`src/rtl/rxr_pkg.sv`:
```
package rxr_pkg;

  typedef enum logic [1:0] {
    FS_IDLE,
    FS_RECV,
    FS_DROP
  } fill_st_e;

  localparam int          HDR_BYTES     = 4;
  localparam logic [7:0]  STAT_INTACT   = 8'h01;
  localparam logic [7:0]  STAT_KEPT_ERR = 8'h02;

endpackage

```
`src/rtl/rxr_page_step.sv`:
```
module rxr_page_step #(
  parameter int PAGE_W = 8
) (
  input  logic [PAGE_W-1:0] cur_pg,
  input  logic [PAGE_W-1:0] ring_start,
  input  logic [PAGE_W-1:0] ring_stop,
  output logic [PAGE_W-1:0] next_pg
);

  logic [PAGE_W-1:0] inc_pg;

  always_comb begin
    inc_pg = cur_pg + PAGE_W'(1);
    if (inc_pg == ring_stop) begin
      next_pg = ring_start;
    end else begin
      next_pg = inc_pg;
    end
  end

endmodule

```
`src/rtl/rxr_fill.sv`:
```
module rxr_fill
  import rxr_pkg::*;
#(
  parameter int PAGE_W = 8,
  parameter int OFFS_W = 8,
  parameter int CNT_W  = 16
) (
  input  logic                     clk,
  input  logic                     rst_n,
  input  logic                     ring_init,
  input  logic [PAGE_W-1:0]        ring_start,
  input  logic [PAGE_W-1:0]        ring_stop,
  input  logic [PAGE_W-1:0]        host_bnd,
  input  logic                     accept_err,
  input  logic                     ovw_clr,
  input  logic                     in_valid,
  input  logic                     in_sof,
  input  logic                     in_eof,
  input  logic [7:0]               in_data,
  input  logic                     in_bad,
  output logic                     wreq,
  output logic [PAGE_W+OFFS_W-1:0] waddr,
  output logic [7:0]               wdata,
  output logic                     commit,
  output logic [7:0]               commit_stat,
  output logic [CNT_W-1:0]         commit_cnt,
  output logic [PAGE_W-1:0]        cur_page,
  output logic                     ovw
);

  localparam logic [OFFS_W-1:0] HDR_OFF = OFFS_W'(HDR_BYTES);

  fill_st_e          st_q, st_d;
  logic [PAGE_W-1:0] wr_page_q, wr_page_d;
  logic [OFFS_W-1:0] wr_off_q, wr_off_d;
  logic [CNT_W-1:0]  cnt_q, cnt_d;
  logic [PAGE_W-1:0] cur_q, cur_d;
  logic              ovw_q, ovw_d;
  logic              commit_q;
  logic [PAGE_W-1:0] scratch_q, scratch_d;
  logic              took;
  logic              dp_en;

  // Following ring page of the page being filled, kept in a scratch register
  rxr_page_step #(.PAGE_W(PAGE_W)) u_step (
    .cur_pg     (wr_page_d),
    .ring_start (ring_start),
    .ring_stop  (ring_stop),
    .next_pg    (scratch_d)
  );

  always_comb begin
    st_d        = st_q;
    wr_page_d   = wr_page_q;
    wr_off_d    = wr_off_q;
    cnt_d       = cnt_q;
    cur_d       = cur_q;
    ovw_d       = ovw_q;
    wreq        = 1'b0;
    waddr       = '0;
    commit      = 1'b0;
    commit_stat = STAT_INTACT;
    took        = 1'b0;

    // Advance the current page one edge after a commit
    if (commit_q) begin
      cur_d = scratch_q;
    end

    if (ovw_clr) begin
      ovw_d = 1'b0;
    end

    if (in_valid) begin
      if (in_sof) begin
        if (ovw_q || (cur_q == host_bnd)) begin
          ovw_d = 1'b1;
          st_d  = in_eof ? FS_IDLE : FS_DROP;
        end else begin
          wreq      = 1'b1;
          waddr     = {cur_q, HDR_OFF};
          wr_page_d = cur_q;
          wr_off_d  = HDR_OFF + OFFS_W'(1);
          cnt_d     = CNT_W'(1);
          took      = 1'b1;
          st_d      = FS_RECV;
        end
      end else if (st_q == FS_RECV) begin
        if (wr_off_q == '0) begin
          // Page exhausted: link the following ring page unless it is the host's
          if (scratch_q == host_bnd) begin
            ovw_d = 1'b1;
            st_d  = in_eof ? FS_IDLE : FS_DROP;
          end else begin
            wreq      = 1'b1;
            waddr     = {scratch_q, {OFFS_W{1'b0}}};
            wr_page_d = scratch_q;
            wr_off_d  = OFFS_W'(1);
            cnt_d     = cnt_q + CNT_W'(1);
            took      = 1'b1;
          end
        end else begin
          wreq     = 1'b1;
          waddr    = {wr_page_q, wr_off_q};
          wr_off_d = wr_off_q + OFFS_W'(1);
          cnt_d    = cnt_q + CNT_W'(1);
          took     = 1'b1;
        end
      end else if ((st_q == FS_DROP) && in_eof) begin
        st_d = FS_IDLE;
      end

      if (took && in_eof) begin
        st_d = FS_IDLE;
        if (!in_bad || accept_err) begin
          commit      = 1'b1;
          commit_stat = in_bad ? STAT_KEPT_ERR : STAT_INTACT;
        end
      end
    end

    if (ring_init) begin
      cur_d = ring_start;
      ovw_d = 1'b0;
      st_d  = FS_IDLE;
    end
  end

  assign dp_en       = in_valid;
  assign wdata       = in_data;
  assign commit_cnt  = cnt_d;
  assign cur_page    = cur_q;
  assign ovw         = ovw_q;

  always_ff @(posedge clk or negedge rst_n) begin
    if (!rst_n) begin
      st_q      <= FS_IDLE;
      cur_q     <= '0;
      ovw_q     <= 1'b0;
      commit_q  <= 1'b0;
      scratch_q <= '0;
    end else begin
      st_q      <= st_d;
      cur_q     <= cur_d;
      ovw_q     <= ovw_d;
      commit_q  <= commit;
      scratch_q <= scratch_d;
    end
  end

  always_ff @(posedge clk or negedge rst_n) begin
    if (!rst_n) begin
      wr_page_q <= '0;
      wr_off_q  <= '0;
      cnt_q     <= '0;
    end else if (dp_en) begin
      wr_page_q <= wr_page_d;
      wr_off_q  <= wr_off_d;
      cnt_q     <= cnt_d;
    end
  end

endmodule

```
`src/rtl/rxr_hdr_seq.sv`:
```
module rxr_hdr_seq #(
  parameter int PAGE_W = 8,
  parameter int OFFS_W = 8,
  parameter int CNT_W  = 16
) (
  input  logic                     clk,
  input  logic                     rst_n,
  input  logic                     load,
  input  logic [PAGE_W-1:0]        ld_page,
  input  logic [7:0]               ld_stat,
  input  logic [CNT_W-1:0]         ld_cnt,
  input  logic [PAGE_W-1:0]        next_page,
  output logic                     hw_we,
  output logic [PAGE_W+OFFS_W-1:0] hw_addr,
  output logic [7:0]               hw_data,
  output logic                     hw_last
);

  logic              busy_q, busy_d;
  logic [1:0]        idx_q, idx_d;
  logic [PAGE_W-1:0] page_q;
  logic [7:0]        stat_q;
  logic [CNT_W-1:0]  cnt_q;
  logic [15:0]       cnt16;

  always_comb begin
    busy_d = busy_q;
    idx_d  = idx_q;
    if (busy_q) begin
      idx_d = idx_q + 2'd1;
      if (idx_q == 2'd3) begin
        busy_d = 1'b0;
      end
    end
    if (load) begin
      busy_d = 1'b1;
      idx_d  = 2'd0;
    end
  end

  assign cnt16 = 16'(cnt_q);

  always_comb begin
    unique case (idx_q)
      2'd0:    hw_data = stat_q;
      2'd1:    hw_data = 8'(next_page);
      2'd2:    hw_data = cnt16[7:0];
      default: hw_data = cnt16[15:8];
    endcase
  end

  assign hw_we   = busy_q;
  assign hw_addr = {page_q, OFFS_W'(idx_q)};
  assign hw_last = busy_q && (idx_q == 2'd3);

  always_ff @(posedge clk or negedge rst_n) begin
    if (!rst_n) begin
      busy_q <= 1'b0;
      idx_q  <= '0;
    end else begin
      busy_q <= busy_d;
      idx_q  <= idx_d;
    end
  end

  always_ff @(posedge clk or negedge rst_n) begin
    if (!rst_n) begin
      page_q <= '0;
      stat_q <= '0;
      cnt_q  <= '0;
    end else if (load) begin
      page_q <= ld_page;
      stat_q <= ld_stat;
      cnt_q  <= ld_cnt;
    end
  end

endmodule

```
`src/rtl/rxr_ring_mgr.sv`:
```
module rxr_ring_mgr #(
  parameter int PAGE_W = 8,
  parameter int OFFS_W = 8,
  parameter int CNT_W  = 16
) (
  input  logic                     clk,
  input  logic                     rst_n,
  input  logic                     ring_init,
  input  logic [PAGE_W-1:0]        ring_start,
  input  logic [PAGE_W-1:0]        ring_stop,
  input  logic [PAGE_W-1:0]        host_bnd,
  input  logic                     accept_err,
  input  logic                     ovw_clr,
  input  logic                     rx_valid,
  input  logic                     rx_sof,
  input  logic                     rx_eof,
  input  logic [7:0]               rx_data,
  input  logic                     rx_bad,
  output logic                     mem_we,
  output logic [PAGE_W+OFFS_W-1:0] mem_addr,
  output logic [7:0]               mem_wdata,
  output logic [PAGE_W-1:0]        cur_page,
  output logic                     ovw_flag,
  output logic                     rx_done
);

  localparam int AW = PAGE_W + OFFS_W;

  logic              fill_wreq;
  logic [AW-1:0]     fill_addr;
  logic [7:0]        fill_data;
  logic              commit;
  logic [7:0]        commit_stat;
  logic [CNT_W-1:0]  commit_cnt;
  logic              hdr_we;
  logic [AW-1:0]     hdr_addr;
  logic [7:0]        hdr_data;
  logic              hdr_last;

  logic              we_d, we_q;
  logic [AW-1:0]     addr_d, addr_q;
  logic [7:0]        data_d, data_q;
  logic              done_q;

  rxr_fill #(.PAGE_W(PAGE_W), .OFFS_W(OFFS_W), .CNT_W(CNT_W)) u_fill (
    .clk         (clk),
    .rst_n       (rst_n),
    .ring_init   (ring_init),
    .ring_start  (ring_start),
    .ring_stop   (ring_stop),
    .host_bnd    (host_bnd),
    .accept_err  (accept_err),
    .ovw_clr     (ovw_clr),
    .in_valid    (rx_valid),
    .in_sof      (rx_sof),
    .in_eof      (rx_eof),
    .in_data     (rx_data),
    .in_bad      (rx_bad),
    .wreq        (fill_wreq),
    .waddr       (fill_addr),
    .wdata       (fill_data),
    .commit      (commit),
    .commit_stat (commit_stat),
    .commit_cnt  (commit_cnt),
    .cur_page    (cur_page),
    .ovw         (ovw_flag)
  );

  rxr_hdr_seq #(.PAGE_W(PAGE_W), .OFFS_W(OFFS_W), .CNT_W(CNT_W)) u_hdr (
    .clk       (clk),
    .rst_n     (rst_n),
    .load      (commit),
    .ld_page   (cur_page),
    .ld_stat   (commit_stat),
    .ld_cnt    (commit_cnt),
    .next_page (cur_page),
    .hw_we     (hdr_we),
    .hw_addr   (hdr_addr),
    .hw_data   (hdr_data),
    .hw_last   (hdr_last)
  );

  // Memory port arbitration: frame bytes first, header bytes in the gap
  always_comb begin
    we_d   = 1'b0;
    addr_d = addr_q;
    data_d = data_q;
    if (fill_wreq) begin
      we_d   = 1'b1;
      addr_d = fill_addr;
      data_d = fill_data;
    end else if (hdr_we) begin
      we_d   = 1'b1;
      addr_d = hdr_addr;
      data_d = hdr_data;
    end
  end

  always_ff @(posedge clk or negedge rst_n) begin
    if (!rst_n) begin
      we_q   <= 1'b0;
      done_q <= 1'b0;
    end else begin
      we_q   <= we_d;
      done_q <= hdr_last;
    end
  end

  always_ff @(posedge clk or negedge rst_n) begin
    if (!rst_n) begin
      addr_q <= '0;
      data_q <= '0;
    end else if (we_d) begin
      addr_q <= addr_d;
      data_q <= data_d;
    end
  end

  assign mem_we    = we_q;
  assign mem_addr  = addr_q;
  assign mem_wdata = data_q;
  assign rx_done   = done_q;

endmodule

```
`config.mk`:
```
export PLATFORM = sky130hd
export DESIGN_NAME = rxr_ring_mgr
export DESIGN_NICKNAME = d
export VERILOG_FILES = /design/src/rtl/rxr_pkg.sv /design/src/rtl/rxr_page_step.sv /design/src/rtl/rxr_fill.sv /design/src/rtl/rxr_hdr_seq.sv /design/src/rtl/rxr_ring_mgr.sv
export SDC_FILE = /design/constraint.sdc
export NUM_CORES = 1
export LEC_CHECK = 0
export CAP_MARGIN = 20
export CORE_MARGIN = 3
export CORE_UTILIZATION = 52
export CTS_BUF_LIST = sky130_fd_sc_hd__clkbuf_4
export DETAILED_ROUTE_END_ITERATION = 10
export PLACE_DENSITY = 0.83
export SYNTH_ARGS = -nofsm -noshare
export SYNTH_HDL_FRONTEND = slang
export SYNTH_SLANG_ARGS = --single-unit
```
`constraint.sdc`:
```
create_clock -name clk -period 3.14 [get_ports clk]
set_input_delay 0.628 -clock clk [delete_from_list [all_inputs] [get_ports clk]]
set_output_delay 0.628 -clock clk [all_outputs]
set_load 0.02 [all_outputs]
```
Word-level counts from Yosys, hierarchy flattened
Cells that the tools add are included.
{"block": "word_totals", "in_bits": 41, "output_inout_bits": 35, "register_bits": 113, "word_cells": 120}
{"block": "classes", "reduce_logical": 17, "n_addsub": 4, "n_eq_ne": 12, "mux": 70}
{"operator": "16-bit two-way mux", "n": 14}
{"operator": "8-bit two-way mux", "n": 19}
{"operator": "2-bit two-way mux", "n": 13}
{"operator": "8-bit equality test", "n": 3}
{"operator": "8-bit one-hot mux with 3 select lines", "n": 1}
{"operator": "1-bit two-way mux", "n": 23}
{"operator": "16-bit by 1-bit adder with 16-bit output (second input constant)", "n": 1}
{"operator": "8-bit by 1-bit adder with 8-bit output (second input constant)", "n": 2}
{"operator": "5-bit inequality test (second input constant)", "n": 2}
{"operator": "2-bit nonzero test", "n": 5}
{"operator": "8-bit zero test", "n": 1}
{"operator": "4-bit AND reduction", "n": 2}
{"operator": "2-bit equality test (second input constant)", "n": 3}
{"operator": "5-bit nonzero test", "n": 1}
{"operator": "2-bit by 1-bit equality test with 1-bit output (second input constant)", "n": 2}
{"operator": "1-bit logical AND", "n": 3}
{"operator": "3-bit inequality test (second input constant)", "n": 1}
{"operator": "2-bit by 1-bit adder with 2-bit output (second input constant)", "n": 1}
{"operator": "2-bit zero test", "n": 1}
{"operator": "1-bit logical OR", "n": 2}
{"operator": "2-bit inequality test (second input constant)", "n": 1}
{"operator": "2-bit AND reduction", "n": 1}
{"operator": "1-bit zero test", "n": 1}

Longest topological paths before layout
{"block": "depth", "word_depth": 10, "depth_mapped": 14, "ltp_nobuf": 13}

By module
A second synthesis with hierarchy kept.
{"block": "hier_totals", "cells_unflattened": 666, "area_unflattened_um2": 6926.6}
{"mod": "rxr_fill", "cells_each": 395, "instances": 1, "seq_area_each_um2": 1301.2, "area_each_um2": 3609.7}
{"mod": "rxr_hdr_seq", "cells_each": 119, "instances": 1, "seq_area_each_um2": 875.8, "area_each_um2": 1741.7}
{"mod": "rxr_ring_mgr", "cells_each": 107, "instances": 1, "seq_area_each_um2": 650.6, "area_each_um2": 1182.4}
{"mod": "rxr_page_step", "cells_each": 45, "instances": 1, "seq_area_each_um2": 0.0, "area_each_um2": 392.9}

Least setup slack after synthesis
OpenSTA, ideal clock, no wires.
{"block": "synth_path", "kind": "input to register", "startpoint": "input host_bnd[2]", "endpoint": "register u_fill.scratch_q[1]", "path_slack_ns": -0.480, "setup_ns": 0.125, "t_arrival_ns": 3.495, "n_path_buf": 1, "required_time_ns": 3.015, "path_stages": 13, "cell_sequence": "xnor2_1 > and4_1 > a21oi_2 > mux2i_1 > or3_1 > clkbuf_1 > ha_1 > nand4_1 > nor4bb_1 > xor2_1 > xnor2_1 > nor4b_4 > mux2_2"}
{"block": "synth_via", "elab_chain_cells": 9, "word_cells_on_any_way": 12, "cone_classes": "add/sub (1); eq/ne (3); mux (7); reduce/logical (1)"}
{"item": "start, declared", "line_no": "rxr_ring_mgr.sv:11", "text": "input logic [PAGE_W-1:0] host_bnd,"}
{"item": "8-bit equality test", "line_no": "rxr_fill.sv:91", "text": "if (scratch_q == host_bnd) begin"}
{"item": "8-bit two-way mux", "line_no": "rxr_fill.sv:91"}
{"item": "8-bit two-way mux", "line_no": "rxr_fill.sv:89", "text": "if (wr_off_q == '0) begin"}
{"item": "8-bit two-way mux", "line_no": "rxr_fill.sv:88", "text": "end else if (st_q == FS_RECV) begin"}
{"item": "8-bit two-way mux (*)", "line_no": "rxr_fill.sv:75", "text": "if (in_sof) begin"}
{"item": "8-bit two-way mux (*)", "line_no": "rxr_fill.sv:74", "text": "if (in_valid) begin"}
{"item": "8-bit by 1-bit adder with 8-bit output (*)", "line_no": "rxr_page_step.sv:13", "text": "inc_pg = cur_pg + PAGE_W'(1);"}
{"item": "8-bit equality test", "line_no": "rxr_page_step.sv:14", "text": "if (inc_pg == ring_stop) begin"}
{"item": "8-bit two-way mux (*)", "line_no": "rxr_page_step.sv:14"}
{"item": "net u_fill.scratch_d[1]", "line_no": "rxr_fill.sv:40", "text": "logic [PAGE_W-1:0] scratch_q, scratch_d;"}
{"item": "end signal, assigned", "line_no": "rxr_fill.sv:147", "text": "scratch_q <= scratch_d;"}
{"item": "end, declared", "line_no": "rxr_fill.sv:40"}
Mark *: on every way through the listed nets, which the timed path passes. The rest lies on a longest branch.
A chain may end at the register's enable or synchronous reset.

Final worst setup path
{"block": "layout_path", "startpoint": "register u_fill.wr_off_q[7]", "endpoint": "register u_fill.scratch_q[6]"}
{"block": "layout_via", "elab_chain_cells": 8}
{"item": "start, declared", "line_no": "rxr_fill.sv:35", "text": "logic [OFFS_W-1:0] wr_off_q, wr_off_d;"}
{"item": "start signal, assigned", "line_no": "rxr_fill.sv:158", "text": "wr_off_q <= wr_off_d;"}
{"item": "8-bit zero test (*)", "line_no": "rxr_fill.sv:89"}
{"item": "8-bit two-way mux (*)", "line_no": "rxr_fill.sv:89"}
{"item": "8-bit two-way mux (*)", "line_no": "rxr_fill.sv:88"}
{"item": "8-bit two-way mux (*)", "line_no": "rxr_fill.sv:75"}
{"item": "8-bit two-way mux (*)", "line_no": "rxr_fill.sv:74"}
{"item": "net u_fill.u_step.cur_pg[1]", "line_no": "rxr_page_step.sv:4", "text": "input logic [PAGE_W-1:0] cur_pg,"}
{"item": "8-bit by 1-bit adder with 8-bit output (*)", "line_no": "rxr_page_step.sv:13"}
{"item": "8-bit equality test", "line_no": "rxr_page_step.sv:14"}
{"item": "8-bit two-way mux (*)", "line_no": "rxr_page_step.sv:14"}
{"item": "net u_fill.scratch_d[6]", "line_no": "rxr_fill.sv:40"}
Marked as above.

==> out/results.ini <==
[power_and_ir_drop]
p_sw_share_pct = 36.0
clkPwrFrac_pct = 17.6
p_sw_mw = 1.63
power.density_nw_per_um2 = 576
ir_drop_v = 0.000379
p_comb_share_pct = 40.9
p_int_mw = 2.90
pwr-share-seq_pct = 41.6
power.static_leakage_nw = 3.53

[detailed_routing]
final_antenna_net_count = 0
dr_total_vias = 5306
drc_errors = 0
wl_um = 17500
avgRoutedWirePerCell_um = 19.5
via_per_inst = 5.91
drt_iter0_drc = 444
drt-pass1-iter-count = 5

[final_layout]
final_nets = 807
final_area_sq_um = 7850
antenna_cells = 0
syn2layout_area_growth_pct = 35.5
fin_util_pct = 74.1
drive_gt1_share_pct = 26.4

[logic_synthesis]
synth.most_common_cell = dfrtp_1
yosysTopAreaCellShare_pct = 46.2
yosys.area.top_type = dfrtp_1
yosysUniqueCellTypes = 65
ys_seq_area_share_pct = 46.2
synth-edff-count = 0
ys_seq_elements = 107
synth_nets = 637
synth_commonest_cells = dfrtp_1 (107), nand2_1 (84), o21ai_0 (60)
syn_area_per_cell_sq_um = 9.86
synth_area_sq_um = 5800
synth_async_sr_flop_share_pct = 100
synthCells = 588
yosysWarnings = 0
yosys_most_used_dff = dfrtp_1
ys_top_cells_by_area = dfrtp_1 (46%), mux2i_1 (6.2%), mux2_2 (5.4%)

[global_routing]
grt.total_usage_pct = 28.4
grt_max_degree = 56
first_global_vias = 5563
overflow = 0
grt_pass1_wl_um = 28000
antenna_found_initial = 0

[die]
die_area_sq_um = 12400
die_y_um = 112
core_sq_um = 10600
dieWidth_um = 112
pin_count = 76
initial_core_util_pct = 54.7
rows = 37

[sta]
fin_tns_setup_ns = -2.24
slew_headroom_pct = 50.5
skew_ns = 0.0192
fmax_ghz = 0.291
finalCriticalPeriod_ns = 3.44
finalSetupViolCount = 8
fin_crit_sh_pct = 110
hold_violations = 0
worstMarginPinSlew_ns = 0.743
finalWorstSetupSlack_ns = -0.302
slew_viol_final = 0
rsz0062_at_grt = true

[cts]
clock_path_buffers = 2
htree_levels = 3
root_buffer = clkbuf_4
ctsHoldBuffers = 0
clkTransAtPathRegs_ns = 0.16
insertion_delay_ns = 0.49
cts_buffers = 9
cts.sinks = 107
cts_tree = yes

[worst_setup_path]
end_kind = flip-flop
crit_required_ns = 3.53
cp-start-kind = flip-flop
worstSetupPathType = flip-flop to flip-flop
cp.arrival_ns = 3.83
critPathMaxFanout = 7

[status]
status = finished, violations left
violations = negative setup slack

[flow_run]
maxCapViolCount = 0

[placement]
io_buffer_count = 75
place_worst_setup_slack_ns = -1.12
dpl-instance-area_sq_um = 7500
gp_congestion = 0.950
dp_hpwl_um = 13500

[min_path]
worst_hold_path_type = primary input to async pin

[sequential cells by signal, summed over array words and instances, names as in the netlist, 8 cells and up]
| signal | flops |
|---|---|
| mem_addr | 16 |
| mem_wdata | 8 |
| u_fill.wr_off_q | 8 |
| u_fill.cnt_q | 16 |
| u_fill.scratch_q | 8 |
| u_fill.cur_page | 8 |
| u_hdr.page_q | 8 |
| u_fill.wr_page_q | 8 |
| u_hdr.cnt16 | 16 |
[stage by stage]
stage / instances / hold WS (ns) / power (mW)
after floorplan: 588 / 0.332 / 2.86
after global placement: 875 / 0.482 / 3.60
after detailed placement: 875 / 0.499 / 3.66
after CTS: 896 / 0.186 / 4.52
after global routing: 898 / 0.230 / 4.74
final: 898 / 0.191 / 4.52
[cell families after synthesis]
kind of cell	after synthesis	share of synthesized area (%)
mux	65	11.9
flops	107	46.2
compound gates	140	16.0
fa+ha+maj	8	1.73
xor+xnor	32	5.55
buf+inv	54	3.52
simple gates	182	15.2
[metal layers]
metal	vias up	wire, um	track usage [%]
met1	2606	6990	34.6
met4	0	724	13.7
met3	51	1080	5.49
met5	-	0	0.392
li1	2449	-	-
met2	200	8680	48.5
[repair_timing]
item	CTS	global route
endpoints found under the setup margin	8	8
pin swaps	13	4
cloned	0	0
setup buffers	6	2
endpoints found under the hold margin	0	0
resized for setup	28	6
[final cells by class]
cell class                      count  area (sq um)
Fill cell                         762          2750
Tap cell                          136           170
Multi-Input combinational cell    427          3140
Sequential cell                   107          2680
Clock inverter                      6          91.3
Timing Repair Buffer              191          1620
Clock buffer                        9          67.6
Inverter                           22          82.6
[power by group through the flow]
| stage | Sequential, mW | Combinational, mW | Clock, mW |
|---|---|---|---|
| 2_1_floorplan | 1.98 | 0.877 | 0 |
| 3_3_place_gp | 1.88 | 1.72 | 0 |
| 3_5_place_dp | 1.89 | 1.77 | 0 |
| 4_1_cts | 1.87 | 1.83 | 0.810 |
| 5_1_grt | 1.91 | 1.98 | 0.852 |
| 6_report | 1.88 | 1.85 | 0.795 |
[final timing paths]
path | startpoint | to | slack, ns | cells past startpoint
max | u_fill.wr_off_q[7] | u_fill.scratch_q[6] | -0.30 | 12
min reg2reg | mem_addr[3] | mem_addr[3] | 0.52 | 1
min | rst_n | u_fill.cnt_q[4] | 0.19 | 1
max reg2reg | u_fill.wr_off_q[7] | u_fill.scratch_q[6] | -0.30 | 12
min in group clk | mem_addr[3] | mem_addr[3] | 0.52 | 1
max in group asynchronous | rst_n | u_hdr.cnt16[11] | 2.16 | 2
[worst max-delay path, cell delays in order (launching register included)]
cell and delay [ns]:
dfrtp_1 0.44, nor4_4 0.32, nand3_2 0.21, a211oi_4 0.35, a311o_1 0.33, ha_4 0.19
nand4_1 0.09, nor4bb_2 0.31, xor2_1 0.26, xnor2_1 0.15, nor4b_4 0.22, buf_6 0.18
mux2_4 0.31
[placed cells by master, fill, tap and decap left out, types with 3 or more instances in the layout]
master / instances
o21ai_0: 60
and4_4: 4
nand3_1: 18
a21oi_1: 20
o31ai_1: 4
clkinv_4: 3
buf_4: 115
o211ai_1: 4
clkbuf_4: 9
a31oi_1: 4
xnor2_2: 8
nand4_1: 10
inv_1: 22
a22oi_1: 6
ha_1: 7
xnor2_1: 15
nand2_1: 84
nor2_1: 26
xor2_1: 3
mux2i_1: 35
dlygate4sd2_1: 7
nor3_1: 8
mux2_2: 23
dfrtp_1: 107
a22o_1: 5
a311o_1: 3
nor2b_1: 5
and3_1: 7
xnor3_1: 3
clkdlybuf4s50_1: 66
a221oi_1: 7
mux2_4: 6
No activity file was read; power rests on OpenSTA's default activity.
